### src/rtl/busarb_pkg.sv
package busarb_pkg;

  typedef enum logic [2:0] {
    ST_IDLE         = 3'd0,
    ST_REQ_WAIT     = 3'd1,
    ST_WAIT_AS_HIGH = 3'd2,
    ST_OWNED        = 3'd3,
    ST_RELEASE      = 3'd4
  } arb_state_e;

endpackage

### src/rtl/busarb_boot_gate.sv
// Counts rising edges after reset release; ready once BOOT_CLKS have passed.
module busarb_boot_gate #(
  parameter int BOOT_CLKS = 4
) (
  input  logic clk,
  input  logic rst_n,
  output logic ready
);
  localparam int CW = (BOOT_CLKS < 1) ? 1 : $clog2(BOOT_CLKS + 1);
  localparam logic [CW-1:0] LIMIT = CW'(BOOT_CLKS);

  logic [CW-1:0] cnt_q;
  logic [CW-1:0] cnt_d;
  logic          cnt_en;

  assign ready  = (cnt_q == LIMIT);
  assign cnt_en = !ready;

  always_comb begin
    cnt_d = cnt_q + CW'(1);
  end

  always_ff @(posedge clk or negedge rst_n) begin
    if (!rst_n) begin
      cnt_q <= '0;
    end else if (cnt_en) begin
      cnt_q <= cnt_d;
    end
  end

endmodule

### src/rtl/busarb_settle_timer.sv
// Counts edges spent with a request pending; done on the SETTLE_CLKS-th one.
module busarb_settle_timer #(
  parameter int SETTLE_CLKS = 2
) (
  input  logic clk,
  input  logic rst_n,
  input  logic run,
  output logic done
);
  localparam int CW = (SETTLE_CLKS < 2) ? 1 : $clog2(SETTLE_CLKS);
  localparam logic [CW-1:0] LAST = CW'(SETTLE_CLKS - 1);

  logic [CW-1:0] cnt_q;
  logic [CW-1:0] cnt_d;
  logic          cnt_en;

  assign done   = run && (cnt_q == LAST);
  assign cnt_en = !run || (cnt_q != LAST);

  always_comb begin
    if (!run) cnt_d = '0;
    else      cnt_d = cnt_q + CW'(1);
  end

  always_ff @(posedge clk or negedge rst_n) begin
    if (!rst_n) begin
      cnt_q <= '0;
    end else if (cnt_en) begin
      cnt_q <= cnt_d;
    end
  end

endmodule

### src/rtl/busreq_arbiter.sv
module busreq_arbiter
  import busarb_pkg::*;
#(
  parameter int BOOT_CLKS   = 4,
  parameter int SETTLE_CLKS = 2
) (
  input  logic clk,
  input  logic rst_n,
  input  logic as_n,
  input  logic bg_n,
  input  logic loc_req,
  output logic br_n,
  output logic drv_en,
  output logic granted
);

  arb_state_e st_q;
  arb_state_e st_d;
  logic       boot_ready;
  logic       settle_done;
  logic       settle_run;
  logic       may_take;

  busarb_boot_gate #(.BOOT_CLKS(BOOT_CLKS)) u_boot (
    .clk   (clk),
    .rst_n (rst_n),
    .ready (boot_ready)
  );

  assign settle_run = (st_q == ST_REQ_WAIT);

  busarb_settle_timer #(.SETTLE_CLKS(SETTLE_CLKS)) u_settle (
    .clk   (clk),
    .rst_n (rst_n),
    .run   (settle_run),
    .done  (settle_done)
  );

  // Early grant or an expired settle window both mean the strobe can be trusted.
  assign may_take = !bg_n || settle_done;

  always_comb begin
    st_d = st_q;
    unique case (st_q)
      ST_IDLE: begin
        if (loc_req && boot_ready) st_d = ST_REQ_WAIT;
      end
      ST_REQ_WAIT: begin
        if (!loc_req)      st_d = ST_IDLE;
        else if (may_take) st_d = as_n ? ST_OWNED : ST_WAIT_AS_HIGH;
      end
      ST_WAIT_AS_HIGH: begin
        if (!loc_req)  st_d = ST_IDLE;
        else if (as_n) st_d = ST_OWNED;
      end
      ST_OWNED: begin
        if (!loc_req) st_d = ST_RELEASE;
      end
      ST_RELEASE: begin
        st_d = ST_IDLE;
      end
      default: st_d = ST_IDLE;
    endcase
  end

  always_ff @(posedge clk or negedge rst_n) begin
    if (!rst_n) begin
      st_q <= ST_IDLE;
    end else begin
      st_q <= st_d;
    end
  end

  // Moore outputs: request held in every state but idle; drivers only when owned.
  assign br_n    = (st_q == ST_IDLE);
  assign drv_en  = (st_q == ST_OWNED);
  assign granted = (st_q == ST_OWNED);

endmodule

### config.mk
export PLATFORM = sky130hd
export DESIGN_NAME = busreq_arbiter
export DESIGN_NICKNAME = d
export VERILOG_FILES = /design/src/rtl/busarb_pkg.sv /design/src/rtl/busarb_boot_gate.sv /design/src/rtl/busarb_settle_timer.sv /design/src/rtl/busreq_arbiter.sv
export SDC_FILE = /design/constraint.sdc
export NUM_CORES = 1
export LEC_CHECK = 0
export ABC_AREA = 1
export ABC_CLOCK_PERIOD_IN_PS = 1350
export CORE_AREA = 8 8 45 47
export DETAILED_ROUTE_END_ITERATION = 6
export DIE_AREA = 0 0 53 55
export DONT_BUFFER_PORTS = 1
export SLEW_MARGIN = 20
export SYNTH_ARGS = -nofsm -noshare
export SYNTH_HDL_FRONTEND = slang
export SYNTH_SLANG_ARGS = --single-unit
### constraint.sdc
create_clock -name clk -period 1.35 [get_ports clk]
set_input_delay 0.27 -clock clk [delete_from_list [all_inputs] [get_ports clk]]
set_output_delay 0.27 -clock clk [all_outputs]
set_load 0.01 [all_outputs]
## Yosys cells after proc, flatten, opt, wreduce, memory -nomap -nowiden

Index checks and enable logic that the tools add are counted.

| operators by class | value |
|---|---|
| add/sub/neg operators | 2 |
| $mul | 0 |
| div/mod/pow operators | 0 |
| $lt $le $gt $ge | 0 |
| equality and inequality tests | 8 |
| shift-type cells | 0 |
| multiplexer cells | 9 |
| bitwise operators | 1 |
| reduce and logical (&&, ||, !) cells | 8 |

Operators with widths:

| kind | count |
|---|---|
| 3-bit two-way mux | 6 |
| 3-bit one-hot mux with 4 select lines | 1 |
| 3-bit by 2-bit equality test with 1-bit output (second input constant) | 2 |
| 3-bit != test (second input constant) | 2 |
| 4-bit AND reduction | 1 |
| 3-bit by 1-bit adder with 3-bit output (second input constant) | 1 |
| 3-bit by 1-bit equality test with 1-bit output (second input constant) | 1 |
| 3-bit equality test (second input constant) | 1 |
| 3-bit logical NOT | 1 |
| 1-bit logical AND | 2 |
| 1-bit logical NOT | 2 |
| 1-bit logical OR | 2 |
| 1-bit two-way mux | 2 |
| 2-bit by 1-bit != test with 1-bit output (second input constant) | 1 |
| 2-bit != test (second input constant) | 1 |
| 1-bit adder (second input constant) | 1 |
| 1-bit inverter | 1 |

| storage, ports and cells | value |
|---|---|
| register bits | 7 |
| latch bits | 0 |
| memory bits (writable) | 0 |
| ROM bits | 0 |
| input bits | 5 |
| output and inout bits | 3 |
| word-level logic and storage cells | 31 |
| memories | 0 |

## Logic depth before layout (Yosys ltp)

Gate-level depths: netlist (run 1).

| depth | value |
|---|---|
| depth after elaboration | 6 |
| depth in mapped cells | 9 |
| depth with buffers taken out | 9 |

## By module

Synthesis (run 1) repeated with hierarchy kept, for this count alone.

| second synthesis, totals | value |
|---|---|
| cells, all modules | 71 |
| area total of the unflattened synthesis | 483.0 µm² |

By module, submodules not included:

| module | instances | cells an instance | area an instance (µm²) | sequential area each (µm²) |
|---|---|---|---|---|
| busreq_arbiter | 1 | 47 | 284.0 | 75.1 |
| busarb_boot_gate | 1 | 20 | 162.7 | 75.1 |
| busarb_settle_timer | 1 | 4 | 36.3 | 25.0 |

## Worst setup path after synthesis (run 1)

No wires, ideal clock.

| path | value |
|---|---|
| path type | reg-to-reg |
| start | register u_boot.cnt_q[0] |
| end | register st_q[0] |
| library setup time | 118 ps |
| data arrival time | 1053 ps |
| data required time | 1232 ps |
| slack | 180 ps |
| cell stages (with the launch flop) | 10 |
| buffers on the path | 0 |
| period minus slack after synthesis | 1170 ps |
| cells stage by stage | dfrtp_1 inv_1 ha_1 nand2_4 nor2_2 inv_1 nand2_2 nand3_2 nand2_1 nand2_1 |

| between the ends | value |
|---|---|
| word-level cells in the longest chain between the ends | 4 |

RTL lines:

| item | line | RTL |
|---|---|---|
| start, declared | busarb_boot_gate.sv:12 | `logic [CW-1:0] cnt_q;` |
| start signal, assigned | busarb_boot_gate.sv:27 | `cnt_q <= cnt_d;` |
| 3-bit equality test | busarb_boot_gate.sv:16 | `assign ready = (cnt_q == LIMIT);` |
| 1-bit logical AND | busreq_arbiter.sv:46 | `if (loc_req && boot_ready) st_d = ST_REQ_WAIT;` |
| 2-bit by 1-bit != test with 1-bit output (no source line) | -- |  |
| 4-bit AND reduction (no source line) | -- |  |
| end signal, assigned | busreq_arbiter.sv:70 | `st_q <= st_d;` |
| end, declared | busreq_arbiter.sv:17 | `arb_state_e st_q;` |

No other way between the ends.
A chain may end at the register's enable or synchronous reset.

## Worst setup path after layout (run 1)

| path | value |
|---|---|
| start | register st_q[1] |
| end | output port granted |

| between the ends | value |
|---|---|
| word-level cells in the longest chain between the ends | 1 |

RTL lines:

| item | line | RTL |
|---|---|---|
| 3-bit by 2-bit equality test with 1-bit output | -- |  |
| end, declared | busreq_arbiter.sv:14 | `output logic granted` |

No other way between the ends.

==> metrics.yaml, run 1 <==
clock_power_share_pct: 21.9
path_cells: "inv_2, nor2_4, nand2_2, inv_4"
met3WireLength_microns: 65
clk_latency_ps: 250
synth.net_count: 61
nNetsFinal: 68
yosysUniqueCellTypes: 20
clkTransAtPathRegs_ps: 50
syn_avg_cell_area_sq_um: 8.18
whs_path_depth: 2
relSlewSlack_pct: 77.6
synth_area_leaders: "dfrtp_1, nand2_1, inv_1"
drv_slew: 0
viasPerCell: 4.39
slowest_stage: "dfrtp_1"
whs_ps: 218
diodes: 0
cts_tree: "done"
clockBufferDepth: 2
final_cell_mix: "nand2_1, inv_1, dfrtp_1"
overflow: 0
maxCapViolations: 0
switching_share_pct: 41.7
place_hpwl_microns: 649
gp_congestion: 0.686
seq_area_frac_synth_pct: 39.7
synth_top_family_by_area: "simple AND/OR/NAND/NOR gates"
die_y_microns: 55
final_common_cell: "nand2_1"
crit_path_end_kind: "output pin"
synth_mux_area_share_pct: 0
setup_viol: 0
worstPathMaxFanout: 3
ir_drop_v: 0.000609
r2r_cells: 9
wl_met1_microns: 378
cts_buffers: 3
critPathRequiredTime_ps: 1080
yosysTopAreaCell: "dfrtp_1"
status: "completed"
grt_pass1_wl_microns: 1480
p_per_area_nw_per_um2: 1670
place_area_sq_um: 462
yosys_warnings: 0
area_delta_synth_final_pct: 18.7
fin_crit_ps: 1270
vias: 334
synth_cells: 54
ant_nets: 0
critPathTopFamily: "flip-flops"
setup_ws_ps: 75.6
antenna_found_initial: 0
grt_usage_pct: 7.19
top_layer_used: "met3"
hold_class: "input port to register"
p_seq_share_pct: 36.9
dp_slack_ps: 106
route.detailed.drc: 0
start_kind: "register"
path_depth: 4
arrival_ps: 1000
skew_ps: 5.51
tightest_slew_ps: 335
synth-simple-area-share_pct: 33.7
stdcell_area_sq_um: 524
port_buffers: 0
rows: 14
die_width_microns: 53
synth_compound_area_share_pct: 5.10
n_fill_cell: 141
ios: 8
drtIter0Drc: 6
internal-power_uw: 509
detailedRoute.firstPassIterationCount: 3
post_drt_wl_per_cell_microns: 12.0
netlist_area_sq_um: 442
cts-htree-levels: 1
synthAdderAreaFrac_pct: 5.67
die_area_sq_um: 2920
finalHoldViolations: 0
cts_root_buf: "clkbuf_4"
max_freq_mhz: 785
setup_tns_ps: 0
grt_max_degree: 8
p_comb_share_pct: 41.2
p_sw_uw: 364
wirelength_microns: 909
core_region_area_sq_um: 1380
synth_xor_area_share_pct: 3.97
crit_type: "register to output pin"
wl_met2_microns: 465
rsz0062_at_grt: "false"
drive_gt1_share_pct: 38.3
period_share_pct: 94.4
initial_core_util_pct: 31.9
crit_buf_inv: 2
critPathMaxStageDelay_ps: 410
grt_pass1_vias: 330
cts_sinks: 7
leakage_uw: 0.000281
yosys_register_bits: 7
netlist.area_leader.share_pct: 39.7
-- power by group through the flow --
stage | sequential (uW) | combinational [uW] | clock (uW)
2_1_floorplan | 311 | 286 | 0
3_3_place_gp | 320 | 324 | 0
4_1_cts | 319 | 335 | 200
3_5_place_dp | 323 | 325 | 0
5_1_grt | 331 | 412 | 222
6_report | 322 | 359 | 192
-- flip-flops by register name (all words and copies together), names as in the netlist --
| register | count |
|---|---|
| u_settle.cnt_q | 1 |
| u_boot.cnt_q | 3 |
| st_q | 3 |
-- stage by stage --
step,cells,power (uW),util (%)
after floorplan,54,597,-
after global placement,70,643,33.4
after detailed placement,70,648,33.4
after CTS,75,854,36.0
after global routing,76,965,37.9
final,76,873,37.9
-- cells by family after synthesis --
family          count (synthesis)
simple gates                   27
buf+inv                        13
flops                           7
compound gates                  3
xor+xnor                        2
fa+ha+maj                       2
-- synthesized netlist by cell type (all sizes together) --
cell type   n
nand4       1
buf         1
nor3        1
xor2        1
o211ai      1
inv        12
nand2      12
ha          2
nor2        8
o21ai       2
nand3       5
dfrtp       7
xnor2       1
-- worst paths after layout --
path                              endpoint            start  slack (ps)
max                                granted          st_q[1]          80
min                                st_q[1]          loc_req         220
max reg2reg                        st_q[0]  u_boot.cnt_q[0]         120
min reg2reg                 u_settle.cnt_q          st_q[2]         530
max in group asynchronous          st_q[2]            rst_n         730
min in group asynchronous  u_boot.cnt_q[2]            rst_n         350
-- layout make-up --
| cell class | instances | area, sq um | area share, % |
|---|---|---|---|
| tap | 16 | 20.0 | 3.82 |
| sequential | 7 | 176 | 33.7 |
| inverter | 12 | 47.5 | 9.07 |
| clock buffer | 4 | 26.3 | 5.01 |
| multi-input combinational | 34 | 229 | 43.7 |
| timing repair buffer | 3 | 25.0 | 4.77 |
-- what timing repair did --
item / in CTS / in global routing
hold buffers: 1 / 0
hold endpoints to repair: 7 / 0
pin swaps: 0 / 1
setup buffers: 0 / 1
gates resized for setup: 1 / 6
setup endpoints to repair: 2 / 4
-- per-layer routing --
layer,up-vias,global-route usage (%)
met1,151,7.54
met2,9,11.3
met3,0,4.81
met4,0,2.59
met5,-,0
li1,174,-
Power figures use the tool's default switching activity.
==> inputs of run 2 (changes only) <==
SYNTH_HIERARCHICAL = 1   (was default)
==> run 2 against run 1 <==
Final cell count is 21% higher. Synthesized area is 9.3% higher. Fmax is 1.0% lower. Via count is 20% higher. Total power is 1.4% lower. Clock power is 4% lower. Sequential share of layout area is 2.4 points lower. Wire length is 2.1% lower. Critical path type unchanged. Clock skew is 4.3 ps lower. Critical path depth is 1 lower. Synthesized cell count is 31% higher.
==> metrics.yaml, run 2 <==
status: "completed"
arrival_ps: 1020
synth_cells: 71
synth-edff-count: 0
skew_ps: 1.23
port_buffers: 0
vias: 402
detailedRoute.firstPassIterationCount: 2
synth.most_common_cell: "inv_1"
relSlewSlack_pct: 78.5
fin_crit_ps: 1290
switching_share_pct: 41.0
regToRegStartpoint: "st_q[0]"
rrSetupSlack_ps: 100
period_share_pct: 95.4
cts_tree: "done"
p_total_uw: 861
grt_max_degree: 9
setup_viol: 0
die_y_microns: 55
synth.net_count: 78
fin_util_pct: 40.8
netlist.area_leader.share_pct: 36.3
hold_class: "input port to register"
dp.cells: 86
max_freq_mhz: 776
critPathMaxStageDelay_ps: 390
critPathRequiredTime_ps: 1080
crit_path_end_kind: "output pin"
grt_pass1_vias: 379
core_region_area_sq_um: 1380
seq_area_frac_synth_pct: 36.3
nNetsFinal: 84
p_sw_uw: 353
crit_type: "register to output pin"
cts-htree-levels: 1
cts_buffers: 3
netlist_area_sq_um: 483
route.detailed.drc: 0
async_reset_ff_share_pct: 100
syn_avg_cell_area_sq_um: 6.80
yosys_register_bits: 7
fin_cells: 92
whs_path_depth: 2
initial_core_util_pct: 34.9
p_seq_share_pct: 35.0
maxCapViolations: 0
yosysUniqueCellTypes: 15
start_kind: "register"
area_delta_synth_final_pct: 16.8
worstPathMaxFanout: 5
yosys_warnings: 6
cts_sinks: 7
n_fill_cell: 143
path_cells: "inv_2, nand2_4, nor2_4"
rsz0062_at_grt: "true"
overflow: 0
yosysTopAreaCell: "dfrtp_1"
finalHoldViolations: 0
drv_slew: 0
post_drt_wl_per_cell_microns: 9.67
final_cell_mix: "inv_1, nand2_1, nand3_1, dfrtp_1, nor2_1"
wirelength_microns: 890
die_width_microns: 53
r2r_cells: 7
diodes: 0
die_area_sq_um: 2920
clk_latency_ps: 240
leakage_uw: 0.000319
grt_pass1_wl_microns: 1570
clock_power_share_pct: 21.3
ant_nets: 0
clkTransAtPathRegs_ps: 50
rows: 14
ios: 8
drtIter0Drc: 12
hold-path-endpoint: "st_q[1]"
ys_top_cells_by_count: "inv_1, nand2_1, dfrtp_1, nand3_1, nor2_1"
slowest_stage: "dfrtp_1"
drive_gt1_share_pct: 25.0
synth_area_leaders: "dfrtp_1, inv_1, nand2_1"
clockBufferDepth: 2
antenna_found_initial: 0
reg_top3: "st_q (3), u_boot/cnt_q (3), u_settle/cnt_q (1)"
whs_ps: 174
place_hpwl_microns: 699
min_from: "loc_req"
crit-reg2reg-capture: "st_q[0]"
cts_root_buf: "clkbuf_4"
grt_usage_pct: 7.42
viasPerCell: 4.37
ir_drop_v: 0.000521
p_per_area_nw_per_um2: 1530
p_comb_share_pct: 43.7
synthFlopType: "dfrtp_1"
gp_congestion: 0.844
internal-power_uw: 508
tightest_slew_ps: 322
## run 2: cell count changes in the layout (fill, tap and decap cells not counted), moves of 2 or more
cell     change
inv_2        -3
nor2_2       +2
a21oi_1      +2
nand2_1      +8
nand3_1      +2
inv_1       +10
## run 2: layer usage
layer / global-route usage, % / up-vias / wire length, microns
met1: 7.88 / 178 / 438
met5: 0 / - / 0
met3: 2.94 / 0 / 24
met2: 11.3 / 3 / 427
met4: 6.47 / 0 / 0
li1: - / 221 / -
## run 2: worst max path at each step
stage / start / endpoint / slack, ps
6_report: st_q[2] / drv_en / 60
2_1_floorplan: u_boot/cnt_q[0] / st_q[1] / 120
4_1_cts: st_q[2] / granted / 20
5_1_grt: st_q[0] / st_q[0] / -8
3_3_place_gp: u_boot/cnt_q[1] / st_q[1] / 70
3_5_place_dp: u_boot/cnt_q[1] / st_q[1] / 60
## run 2: area by class of cell
cell class | instances | area, sq um | share of cell area [%]
clock buffer | 4 | 26.3 | 4.66
timing repair buffer | 4 | 32.5 | 5.76
tap | 16 | 20.0 | 3.55
multi-input combinational | 43 | 241 | 42.8
inverter | 18 | 67.6 | 12.0
sequential | 7 | 176 | 31.3
## run 2: critical path, delay by kind of cell, from the launching register on
family	cells	cell delay, ps
flip-flops	1	390
AND/OR/NAND/NOR	2	300
buffers and inverters	1	90
## run 2: what timing repair did
action,4_1_cts,5_1_grt
hold buffers,1,0
buffers inserted,0,1
setup endpoints to repair,0,5
endpoints found under the hold margin,7,0
resized for setup,0,6
## run 2: kinds of logic (layout without fill, tap and decap cells)
kind of cell / after synthesis / in the layout / share of synthesized area [%]
buf+inv: 21 / 26 / 17.9
fa+ha+maj: 2 / 2 / 5.18
simple gates: 38 / 38 / 37.3
flops: 7 / 7 / 36.3
compound gates: 3 / 3 / 3.37
## run 2: power groups by stage
stage	logic (uW)	clock network (uW)	registers (uW)
after floorplan	312	0	293
after global routing	430	200	311
after global placement	342	0	298
final	376	184	301
after CTS	351	194	294
after detailed placement	344	0	298
## run 2: stage by stage
stage	worst slack, ps	setup TNS [ps]	cell area [sq um]
final	62.1	0	564
after global routing	-8.46	-11.5	564
after CTS	19.7	0	536
after detailed placement	63.3	0	499
after global placement	74.1	0	499
after floorplan	116	0	483
==> inputs of run 3 (changes only) <==
ABC_CLOCK_PERIOD_IN_PS = 1400   (was 1350)
CELL_PAD_IN_SITES_DETAIL_PLACEMENT = 1   (was default)
CELL_PAD_IN_SITES_GLOBAL_PLACEMENT = 2   (was default)
CORE_AREA = default   (was 8 8 45 47)
CORE_MARGIN = 8   (was default)
CORE_UTILIZATION = 34   (was default)
CTS_BUF_LIST = sky130_fd_sc_hd__clkbuf_4 sky130_fd_sc_hd__clkbuf_8   (was default)
DIE_AREA = default   (was 0 0 53 55)
PLACE_DENSITY_LB_ADDON = 0.1   (was default)
clock period = 1.4 ns   (was 1.35 ns; I/O delays follow)
==> run 3 against run 2 <==
Global-route usage increased by 0.87 points. Clock skew increased by 8.6 ps. Hold slack lost 12 ps. Wire length increased by 25%. Via count grew 8.5%. Sequential power down 6%. Clock power barely moved. Setup slack lost 20 ps. Total power up 7.8%.
==> metrics.yaml, run 3 (synthesis results as in run 2) <==
critPathRequiredTime_ps: 1580
ios: 8
grt_pass1_wl_microns: 1720
dp_slack_ps: 22.7
fin_crit_ps: 1360
drv_slew: 0
die_width_microns: 53.7
final_common_cell: "nand2_1"
maxCapViolations: 0
worstPathMaxFanout: 4
min_from: "loc_req"
setup_ws_ps: 42.0
nNetsFinal: 86
relSlewSlack_pct: 78.6
hold-path-endpoint: "st_q[1]"
vias: 436
initial_core_util_pct: 36.7
cts_buffers: 3
reg_top3: "st_q (3), u_boot/cnt_q (3), u_settle/cnt_q (1)"
regArea_sq_um: 175
ir_drop_v: 0.000653
core_region_area_sq_um: 1320
rows: 13
cts_tree: "done"
die_y_microns: 53.7
crit_path_end_kind: "register"
max_freq_mhz: 736
setup_viol: 0
arrival_ps: 1540
leakage_uw: 0.000335
drtIter0Drc: 1
grt_usage_pct: 8.30
place_area_sq_um: 490
area_delta_synth_final_pct: 21.5
detailedRoute.firstPassIterationCount: 4
post_drt_wl_per_cell_microns: 11.9
period_share_pct: 97.0
cts_sinks: 7
status: "completed"
multi_input_area_sq_um: 246
whs_path_depth: 2
viasPerCell: 4.69
tightest_slew_ps: 320
place_hpwl_microns: 849
crit_type: "register to register"
p_per_area_nw_per_um2: 1580
antenna_found_initial: 0
clk_latency_ps: 260
drive_gt1_share_pct: 29.5
cts-htree-levels: 1
gp_congestion: 0.696
finalHoldViolations: 0
n_fill_cell: 177
port_buffers: 0
die_area_sq_um: 2880
rrSetupSlack_ps: 40
regToRegStartpoint: "u_boot/cnt_q[0]"
diodes: 0
r2r_cells: 10
skew_ps: 9.81
crit-reg2reg-capture: "st_q[2]"
grt_max_degree: 9
wirelength_microns: 1110
start_kind: "register"
p_total_uw: 928
clockBufferDepth: 2
cts_root_buf: "clkbuf_4"
ant_nets: 0
route.detailed.drc: 0
final_cell_mix: "nand2_1, inv_1, dfrtp_1"
stdcell_area_sq_um: 587
overflow: 0
clkTransAtPathRegs_ps: 60
hold_class: "input port to register"
grt_pass1_vias: 417
## run 3: cell type report
class,instances,share of cell area [%]
flip-flops and latches,7,29.9
inverters,18,11.5
clock inverters,1,0.853
multi-input cells,43,42.0
well taps,15,3.20
clock buffers,3,3.84
repair buffers,6,8.74
## run 3: worst max-delay path: stages, from the launching register on
cell and delay [ps]:
dfrtp_1 390, inv_1 110, ha_4 150, nand2_2 70, inv_1 60, nand2_1 40
inv_1 50, nor2_2 40, nor2_2 130, nand3_1 100, nor2_1 120
## run 3: layer usage
layer	wire length, microns	GRT usage (%)	vias to the layer above	part of all wire [%]
met1	526	10.1	203	47
met2	531	11.6	9	48
met5	0	0	-	0
met4	0	3.78	0	0
met3	53	4.68	0	4.8
li1	-	-	224	-
## run 3: worst max path at each step
stage | startpoint | endpoint | slack (ps) | cells after the start
finish | u_boot/cnt_q[0] | st_q[2] | 40 | 10
global route | u_boot/cnt_q[0] | st_q[2] | -50 | 10
CTS | st_q[1] | br_n | 8 | 4
detailed placement | u_boot/cnt_q[0] | st_q[1] | 20 | 10
global placement | u_boot/cnt_q[0] | st_q[0] | 30 | 10
floorplan | u_boot/cnt_q[0] | st_q[1] | 170 | 10
## run 3: what timing repair did
item	CTS	global route
endpoints found under the hold margin	7	0
gates resized for setup	0	9
buffers inserted	0	4
endpoints found under the setup margin	0	6
hold buffers	1	0
## run 3: power breakdown
part | switching (uW) | leakage (uW) | internal [uW]
clock | 80.8 | 0.0000177 | 105
sequential | 32.9 | 0.0000880 | 249
combinational | 277 | 0.000229 | 185
total | 390 | 0.000335 | 538
## run 3: per-stage QoR
step	hold WS [ps]	utilization, %	std cells	TNS (ps)
final	162	44.5	93	0
after global routing	163	44.5	93	-52.4
after CTS	161	40.1	89	0
after detailed placement	-15.4	37.2	84	0
after global placement	-15.4	37.2	84	0
after floorplan	-15.6	-	71	0
